==> config.mk <==
export PLATFORM = sky130hd
export DESIGN_NAME = acc_patch_cpu
export DESIGN_NICKNAME = d
export VERILOG_FILES = /design/src/rtl/acc_pkg.sv /design/src/rtl/acc_decode.sv /design/src/rtl/acc_alu.sv /design/src/rtl/acc_seq.sv /design/src/rtl/acc_patch_cpu.sv
export SDC_FILE = /design/constraint.sdc
export NUM_CORES = 1
export LEC_CHECK = 0
export BUFFER_PORTS_ARGS = -buffer_cell sky130_fd_sc_hd__buf_2
export CAP_MARGIN = 20
export CORE_UTILIZATION = 25
export DETAILED_ROUTE_END_ITERATION = 10
export HOLD_SLACK_MARGIN = 0.08
export PLACE_DENSITY = 0.43
export SLEW_MARGIN = 20
export SYNTH_ARGS = -nofsm -noshare
export SYNTH_HDL_FRONTEND = slang
export SYNTH_SLANG_ARGS = --single-unit
==> constraint.sdc <==
create_clock -name clk -period 6.16 [get_ports clk]
set_input_delay 0.924 -clock clk [delete_from_list [all_inputs] [get_ports clk]]
set_output_delay 0.924 -clock clk [all_outputs]
set_load 0.005 [all_outputs]
==> src/rtl/acc_pkg.sv <==
package acc_pkg;

    typedef enum logic [3:0] {
        OP_LDI = 4'd1,
        OP_LDD = 4'd2,
        OP_LDX = 4'd3,
        OP_ADI = 4'd4,
        OP_ADD = 4'd5,
        OP_SHL = 4'd6,
        OP_STR = 4'd7,
        OP_CMP = 4'd8,
        OP_JLE = 4'd9
    } opcode_e;

    typedef enum logic [1:0] {
        ST_OP   = 2'd0,
        ST_IMM  = 2'd1,
        ST_EXE  = 2'd2,
        ST_HALT = 2'd3
    } state_e;

    typedef struct packed {
        logic addr_from_acc;
        logic wr_acc;
        logic wr_mem;
        logic set_flag;
        logic branch;
    } ctl_t;

    function automatic logic code_known(input logic [3:0] code);
        return (code >= 4'd1) && (code <= 4'd9);
    endfunction

    function automatic ctl_t ctl_of(input opcode_e op);
        ctl_t c;
        c = '0;
        case (op)
            OP_LDI, OP_LDD, OP_ADI, OP_ADD, OP_SHL: c.wr_acc = 1'b1;
            OP_LDX: begin
                c.wr_acc        = 1'b1;
                c.addr_from_acc = 1'b1;
            end
            OP_STR: c.wr_mem   = 1'b1;
            OP_CMP: c.set_flag = 1'b1;
            OP_JLE: c.branch   = 1'b1;
            default: c = '0;
        endcase
        return c;
    endfunction

endpackage

==> src/rtl/acc_decode.sv <==
module acc_decode
    import acc_pkg::*;
#(
    parameter int DW = 16
) (
    input  logic [DW-1:0] word,
    output opcode_e       op,
    output logic          legal
);
    localparam int CODE_W = 4;

    always_comb begin
        legal = (word[DW-1:CODE_W] == '0) && code_known(word[CODE_W-1:0]);
        op    = legal ? opcode_e'(word[CODE_W-1:0]) : OP_LDI;
    end
endmodule

==> src/rtl/acc_alu.sv <==
module acc_alu
    import acc_pkg::*;
#(
    parameter int DW = 16
) (
    input  opcode_e       op,
    input  logic [DW-1:0] acc,
    input  logic [DW-1:0] imm,
    input  logic [DW-1:0] mdata,
    output logic [DW-1:0] result,
    output logic          le
);
    localparam int SHW = $clog2(DW);

    logic [SHW-1:0] shamt;

    always_comb begin
        shamt = imm[SHW-1:0];
        le    = (acc <= imm);
        case (op)
            OP_LDI:         result = imm;
            OP_LDD, OP_LDX: result = mdata;
            OP_ADI:         result = acc + imm;
            OP_ADD:         result = acc + mdata;
            OP_SHL:         result = acc << shamt;
            default:        result = acc;
        endcase
    end
endmodule

==> src/rtl/acc_seq.sv <==
module acc_seq
    import acc_pkg::*;
#(
    parameter int DW = 16,
    parameter int AW = 9
) (
    input  logic          clk,
    input  logic          rst,
    input  logic          dec_legal,
    input  opcode_e       dec_op,
    input  logic [DW-1:0] mem_rdata,
    input  logic [DW-1:0] alu_result,
    input  logic          alu_le,
    output logic [AW-1:0] mem_addr,
    output logic          mem_we,
    output logic [DW-1:0] mem_wdata,
    output logic          halt,
    output opcode_e       op_q,
    output logic [DW-1:0] imm_q,
    output logic [DW-1:0] acc_q,
    output logic [AW-1:0] pc_q
);
    localparam logic [AW-1:0] STEP = AW'(2);

    state_e state;
    logic   flag_q;
    ctl_t   ctl;
    logic   taken;

    always_comb begin
        ctl   = ctl_of(op_q);
        taken = ctl.branch && flag_q;
        case (state)
            ST_OP:   mem_addr = pc_q;
            ST_IMM:  mem_addr = pc_q + AW'(1);
            ST_EXE:  mem_addr = ctl.addr_from_acc ? acc_q[AW-1:0] : imm_q[AW-1:0];
            default: mem_addr = pc_q;
        endcase
        mem_we    = (state == ST_EXE) && ctl.wr_mem;
        mem_wdata = acc_q;
        halt      = (state == ST_HALT);
    end

    always_ff @(posedge clk) begin
        if (rst) begin
            state  <= ST_OP;
            pc_q   <= '0;
            acc_q  <= '0;
            flag_q <= 1'b0;
            op_q   <= OP_LDI;
            imm_q  <= '0;
        end else begin
            case (state)
                ST_OP: begin
                    if (dec_legal) begin
                        op_q  <= dec_op;
                        state <= ST_IMM;
                    end else begin
                        state <= ST_HALT;
                    end
                end
                ST_IMM: begin
                    imm_q <= mem_rdata;
                    state <= ST_EXE;
                end
                ST_EXE: begin
                    if (ctl.wr_acc)   acc_q  <= alu_result;
                    if (ctl.set_flag) flag_q <= alu_le;
                    pc_q  <= taken ? imm_q[AW-1:0] : pc_q + STEP;
                    state <= ST_OP;
                end
                default: state <= ST_HALT;
            endcase
        end
    end


    pc_step_chk: assert property (@(posedge clk) disable iff (rst)
        (state == ST_EXE && !ctl.branch) |=> (pc_q == $past(pc_q) + STEP));


    jle_target_chk: assert property (@(posedge clk) disable iff (rst)
        (state == ST_EXE && ctl.branch && flag_q) |=> (pc_q == $past(imm_q[AW-1:0])));


    halt_hold_chk: assert property (@(posedge clk) disable iff (rst)
        halt |=> (halt && $stable(pc_q) && $stable(acc_q) && !mem_we));


    store_single_chk: assert property (@(posedge clk) disable iff (rst)
        mem_we |=> !mem_we);


    cmp_keeps_acc_chk: assert property (@(posedge clk) disable iff (rst)
        (state == ST_EXE && ctl.set_flag) |=> $stable(acc_q));
endmodule

==> src/rtl/acc_patch_cpu.sv <==
module acc_patch_cpu
    import acc_pkg::*;
#(
    parameter int DW = 16,
    parameter int AW = 9
) (
    input  logic          clk,
    input  logic          rst,
    output logic [AW-1:0] mem_addr,
    output logic          mem_we,
    output logic [DW-1:0] mem_wdata,
    input  logic [DW-1:0] mem_rdata,
    output logic          halt,
    output logic [DW-1:0] acc_dbg,
    output logic [AW-1:0] pc_dbg
);
    opcode_e       dec_op;
    logic          dec_legal;
    opcode_e       op_q;
    logic [DW-1:0] imm_q;
    logic [DW-1:0] acc_q;
    logic [AW-1:0] pc_q;
    logic [DW-1:0] alu_result;
    logic          alu_le;

    acc_decode #(.DW(DW)) u_dec (
        .word  (mem_rdata),
        .op    (dec_op),
        .legal (dec_legal)
    );

    acc_alu #(.DW(DW)) u_alu (
        .op     (op_q),
        .acc    (acc_q),
        .imm    (imm_q),
        .mdata  (mem_rdata),
        .result (alu_result),
        .le     (alu_le)
    );

    acc_seq #(.DW(DW), .AW(AW)) u_seq (
        .clk        (clk),
        .rst        (rst),
        .dec_legal  (dec_legal),
        .dec_op     (dec_op),
        .mem_rdata  (mem_rdata),
        .alu_result (alu_result),
        .alu_le     (alu_le),
        .mem_addr   (mem_addr),
        .mem_we     (mem_we),
        .mem_wdata  (mem_wdata),
        .halt       (halt),
        .op_q       (op_q),
        .imm_q      (imm_q),
        .acc_q      (acc_q),
        .pc_q       (pc_q)
    );

    assign acc_dbg = acc_q;
    assign pc_dbg  = pc_q;
endmodule

# Word-level counts from Yosys, hierarchy flattened
# Index checks and enable logic that the tools add are counted.
dict set report word_totals {
  elab_cells 49
  reg_bits 48
}
dict set report classes {
  eq_ne 12
  shifts 1
  magnitude_cmp 3
  muxes 11
  reduce_logical 12
  n_addsub 4
}
# op count
set op_table {}
lappend op_table {{$pmux 16 s5} 1}
lappend op_table {{$add 16x16->16} 2}
lappend op_table {{$mux 9} 2}
lappend op_table {{$pmux 9 s2} 1}
lappend op_table {{$eq 4x3->1 const B} 4}
lappend op_table {{$le 16x16->1} 1}
lappend op_table {{$shl 16x4->16} 1}
lappend op_table {{$logic_not 12->1} 1}
lappend op_table {{$add 9x1->9 const B} 1}
lappend op_table {{$add 9x2->9 const B} 1}
lappend op_table {{$eq 4x2->1 const B} 2}
lappend op_table {{$eq 4x4->1 const B} 2}
lappend op_table {{$pmux 2 s3} 1}
lappend op_table {{$reduce_or 6->1} 1}
lappend op_table {{$mux 1} 5}
lappend op_table {{$reduce_bool 5->1} 1}
lappend op_table {{$eq 2x2->1 const B} 2}
lappend op_table {{$eq 4x1->1 const B} 1}
lappend op_table {{$ge 4x1->1 const B} 1}
lappend op_table {{$le 4x4->1 const B} 1}
lappend op_table {{$logic_and 1x1->1} 4}
lappend op_table {{$reduce_and 2->1} 2}
lappend op_table {{$reduce_and 3->1} 1}
lappend op_table {{$eq 2x1->1 const B} 1}
lappend op_table {{other kinds (3)} 3}

# Longest topological paths before layout
dict set report logic_depth {
  ltp_word 5
  depth_mapped 15
  depth_no_buf 12
}

# Hierarchy
# A second synthesis with hierarchy kept.
dict set report hier_totals {
  hier_cells 630
  hier_area_um2 5033.6
}
# module area_per_inst_um2 cells_per_inst instances
set by_module_without_submodules {}
lappend by_module_without_submodules {acc_seq 2543.7 282 1}
lappend by_module_without_submodules {acc_alu 2361.0 335 1}
lappend by_module_without_submodules {acc_decode 128.9 13 1}

# Worst setup path before layout
# OpenSTA, ideal clock, no wires.
dict set report synth_path {
  path_type {reg-to-reg}
  start {reg u_seq.op_q[3]}
  end {reg u_seq.acc_q[14]}
  n_path_buf 4
  path_stages_with_launch 14
  synth_period_minus_slack_ns 3.099
  slack_ns 3.061
  required_ns 6.038
  setup_ns 0.122
  t_arrival_ns 2.977
  cell_sequence {dfxtp_1 buf_2 nand4bb_1 buf_2 buf_1 mux2_2 ha_1 clkbuf_1 a21oi_1 o21ai_0 or2_2 o21ai_0 mux2i_1 o21ai_1}
}
dict set report synth_between {
  elab_chain_cells 4
  elab_cells_between_ends 12
}
# item line_no
set synth_rtl {}
lappend synth_rtl {{from (decl)} acc_seq.sv:18} ;# output opcode_e op_q,
lappend synth_rtl {{from (signal assigned)} acc_seq.sv:56} ;# op_q <= dec_op;
lappend synth_rtl {{$eq 4x1->1, or another cell as far along} {acc_pkg.sv:37, acc_alu.sv:20}}
lappend synth_rtl {{$reduce_or 6->1 (no line) or $reduce_or 2->1 (tied branches)} -}
lappend synth_rtl {{$mux 1 or $reduce_bool 5->1 (tied branches)} -}
lappend synth_rtl {{$reduce_and 3->1 (no line)} -}
lappend synth_rtl {{to (signal assigned)} acc_seq.sv:67} ;# if (ctl.wr_acc) acc_q <= alu_result;
lappend synth_rtl {{to (decl)} acc_seq.sv:20} ;# output logic [DW-1:0] acc_q,
# Several ways; a longest one is shown, not always the timed one.
# A chain may end at the register's enable or synchronous reset.

# Worst setup path after layout
dict set report layout_path {
  start {reg u_seq.op_q[2]}
  end {reg u_seq.acc_q[12]}
}
# Same word-level chain as after synthesis.

==> out/results.tsv <==
stage	metric	value	unit
status	run_status	finished, final reports clean	
global_routing	grt_pass1_wl	29600	um
final_layout	fill_cells	2187	
placement	dp.cells	922	
final_layout	multi_input_area	0.00362	mm^2
route	firstDrtPassIters	6	
placement	dp_hpwl	14200	um
timing	worst_hold_slack	0.539	ns
timing	hold_viol	0	
placement	io_buffers	69	
timing	max_slew.worst_pin.slew	0.992	ns
route	wire_per_inst	20.9	um
floorplanning	rows	51	
floorplanning	coreArea	0.0196	mm^2
global_routing	grt_pass1_vias	4874	
global_routing	track_usage	19.2	%
timing	max_slew_margin	33.5	%
synthesis	syn_inst	640	
floorplanning	fp.dieArea	0.0207	mm^2
critical_path	cp.depth	11	
clock_network	postCtsHoldBufs	0	
critical_path	worstPathRequired	6.33	ns
timing	period_share	66.8	%
timing	maxSlewViolCount	0	
worst_hold_path	hold_path_class	reg -> reg	
pwr	p_int	0.998	mW
clock_network	cts-resized-gates	0	
critical_path	cp_max_fo	17	
critical_path	reg2reg_depth	11	
clock_network	cts_max_level	2	
route	ant_nets	0	
floorplanning	start_util	25.7	%
synthesis	synth_edf_count	0	
clock_network	cts_setup_buffers	0	
timing	min_period	4.12	ns
clock_network	clk_latency	0.31	ns
critical_path	cp_cell_sequence	nand4bb_1 -> o21ai_0 -> ha_1 -> inv_1 -> fa_1 -> nor2b_1 -> o21bai_1 -> a31oi_1 -> nor3_1 -> o21ai_0 -> a21oi_1	
synthesis	yosys-top-cells-count	nor2_1 (72), nand2_1 (53), dfxtp_1 (48), o21ai_0 (46), ha_1 (42)	
floorplanning	io_pins	70	
timing	tns	0	ns
final_layout	area_delta_synth_final	11.4	%
timing	rsz0062_at_grt	no	
critical_path	crit_buf_inv	1	
pwr	switchingPower	0.850	mW
clock_network	numCtsBuffers	5	
pwr	p_leak	2.33	nW
pwr	worst_ir_drop_vdd	0.136	mV
critical_path	critPathTopFamily	compound AO/OA/AOI/OAI gates	
pwr	comb_power_share	52.2	%
global_routing	grt_max_degree	51	
route	via_per_inst	5.49	
synthesis	synth_seq_cells	48	
pwr	switching_share	46.0	%
synthesis	synth_top_area_share	19.1	%
job	cap_violations	0	
floorplanning	fp.dieW	144	um
route	wirelength	19400	um
pwr	clockPowerShare	19.3	%
clock_network	cts_root_buf	clkbuf_16	
clock_network	clk_pin_slew	0.07	ns
global_routing	grt-ovfl-total	0	
pwr	power_density	330	mW/mm^2
clock_network	cts_tree	done	
floorplanning	dieHeight	144	um
critical_path	endpoint_kind	flip-flop	
final_layout	finalNonFillerCells	930	
route	vias	5110	
final_layout	drive_above_1_share	18.8	%
final_layout	fin_nets	725	
global_routing	grt_antenna_before_repair	0	
final_layout	utilization	28.6	%
synthesis	synth_area_per_cell	7.86	um^2
timing	skew	0.00607	ns
timing	setup_viol	0	
synthesis	synthArstFlopShare	0	%
pwr	power_frac_seq	28.5	%
clock_network	clkSinkCount	48	
critical_path	slowest_stage	nand4bb_1	
synthesis	syn-cell-area	0.00503	mm^2
final_layout	regArea	961	um^2
synthesis	ys.flop_type	dfxtp_1	
clock_network	clk_path_buf_depth	2	
synthesis	synth_most_common_cell	nor2_1	
worst_hold_path	min_path_cells	2	
route	drc	0	
synthesis	syn_nets	701	
timing	fmaxAchievable	243	MHz
critical_path	worstSetupPathType	reg -> reg	
critical_path	critical_path_arrival	4.29	ns
critical_path	start_kind	flip-flop	
placement	gp_congestion	0.987	
synthesis	synth_warnings	0	
synthesis	ys_seq_area_share	19.1	%
synthesis	yosysTopAreaCell	dfxtp_1	
critical_path	cp_slowest_stage_delay	0.87	ns
route	drt_iter0_markers	412	
synthesis	synth_area_leaders	dfxtp_1 (19%), ha_1 (10%), mux2i_1 (6.8%), nor2_1 (5.4%), mux4_2 (5.4%)	
critical_path	crit_path_frequent_cell	o21ai_0	
final_layout	antennaDiodeCount	0	
synthesis	yosysUniqueCellTypes	68	
-- cell usage in the layout, fill, tap and decap left out, types with 4 or more instances in the layout --
master / n
a211oi_1: 8
a21o_1: 6
a21oi_1: 36
a221oi_1: 8
a222oi_1: 4
a22oi_1: 7
a311oi_1: 4
a31oi_1: 10
buf_2: 69
buf_4: 5
clkbuf_16: 5
dfxtp_1: 48
ha_1: 42
inv_1: 33
mux2_2: 22
mux2i_1: 34
mux4_2: 12
nand2_1: 53
nand2b_1: 5
nand3_1: 17
nand4_1: 8
nor2_1: 72
nor2b_1: 4
nor3_1: 12
nor4_1: 5
o211ai_1: 5
o21ai_0: 46
o221ai_1: 5
o22ai_1: 4
or2_2: 4
or3_1: 7
xnor2_1: 7
-- stage by stage --
| step | worst slack (ns) | instance area (um^2) | power (mW) |
|---|---|---|---|
| 2_1_floorplan | 3.06 | 5030 | 1.18 |
| 3_3_place_gp | 2.19 | 5430 | 1.49 |
| 3_5_place_dp | 2.04 | 5430 | 1.50 |
| 4_1_cts | 2.03 | 5610 | 1.86 |
| 5_1_grt | 1.59 | 5610 | 1.99 |
| 6_report | 2.04 | 5610 | 1.85 |
-- cell families (layout without fill, tap and decap cells) --
kind of cell	count (synthesis)	in the layout	synth area share [%]
flip-flops	48	48	19.1
buffers and inverters	91	116	8.95
AND/OR/NAND/NOR	207	207	20.0
XOR/XNOR	10	10	1.74
AO/OA/AOI/OAI	173	173	22.4
adder cells (fa/ha/maj)	43	43	10.8
multiplexers	68	68	17.1
-- worst min-delay path, delay by kind of cell, from the launching register on --
family	cells	cell delay [ns]
flops	1	0.36
mux	1	0.08
simple gates	1	0.07
-- area by class of cell --
type	instances	share of cell area (%)
clock inverters	1	0.535
clock buffers	7	2.72
flip-flops and latches	48	17.1
multi-input cells	501	64.6
inverters	34	2.28
well taps	265	5.91
repair buffers	74	6.83
-- metal layers --
layer,up-vias,share of wire (%),global-route usage [%]
li1,2398,-,-
met1,2502,46,26.0
met2,192,46,30.9
met3,18,6.9,3.57
met4,0,1.5,5.32
met5,-,0,0
-- power groups by stage --
| stage | combinational (mW) | sequential (mW) | clock [mW] |
|---|---|---|---|
| after CTS | 0.967 | 0.529 | 0.367 |
| after global placement | 0.953 | 0.533 | 0 |
| final | 0.966 | 0.527 | 0.356 |
| after floorplan | 0.723 | 0.461 | 0 |
| after detailed placement | 0.962 | 0.535 | 0 |
| after global routing | 1.08 | 0.541 | 0.373 |
-- sequential cells by signal, indices dropped and copies added, names as in the netlist --
name and count:
u_seq.pc_q 9, u_seq.op_q 4, u_seq.acc_q 16, u_seq.state 2
u_seq.flag_q 1, u_seq.imm_q 16
-- path summary, 6_finish.rpt --
kind,start,end,slack [ns]
min,u_seq.imm_q[12]$_SDFFE_PP0P_,u_seq.imm_q[12]$_SDFFE_PP0P_,0.54
max reg2reg,u_seq.op_q[2]$_SDFFE_PP0P_,u_seq.acc_q[12]$_SDFFE_PP0P_,2.04
max,u_seq.op_q[2]$_SDFFE_PP0P_,u_seq.acc_q[12]$_SDFFE_PP0P_,2.04
min reg2reg,u_seq.imm_q[12]$_SDFFE_PP0P_,u_seq.imm_q[12]$_SDFFE_PP0P_,0.54
No activity file was read; power rests on OpenSTA's default activity.
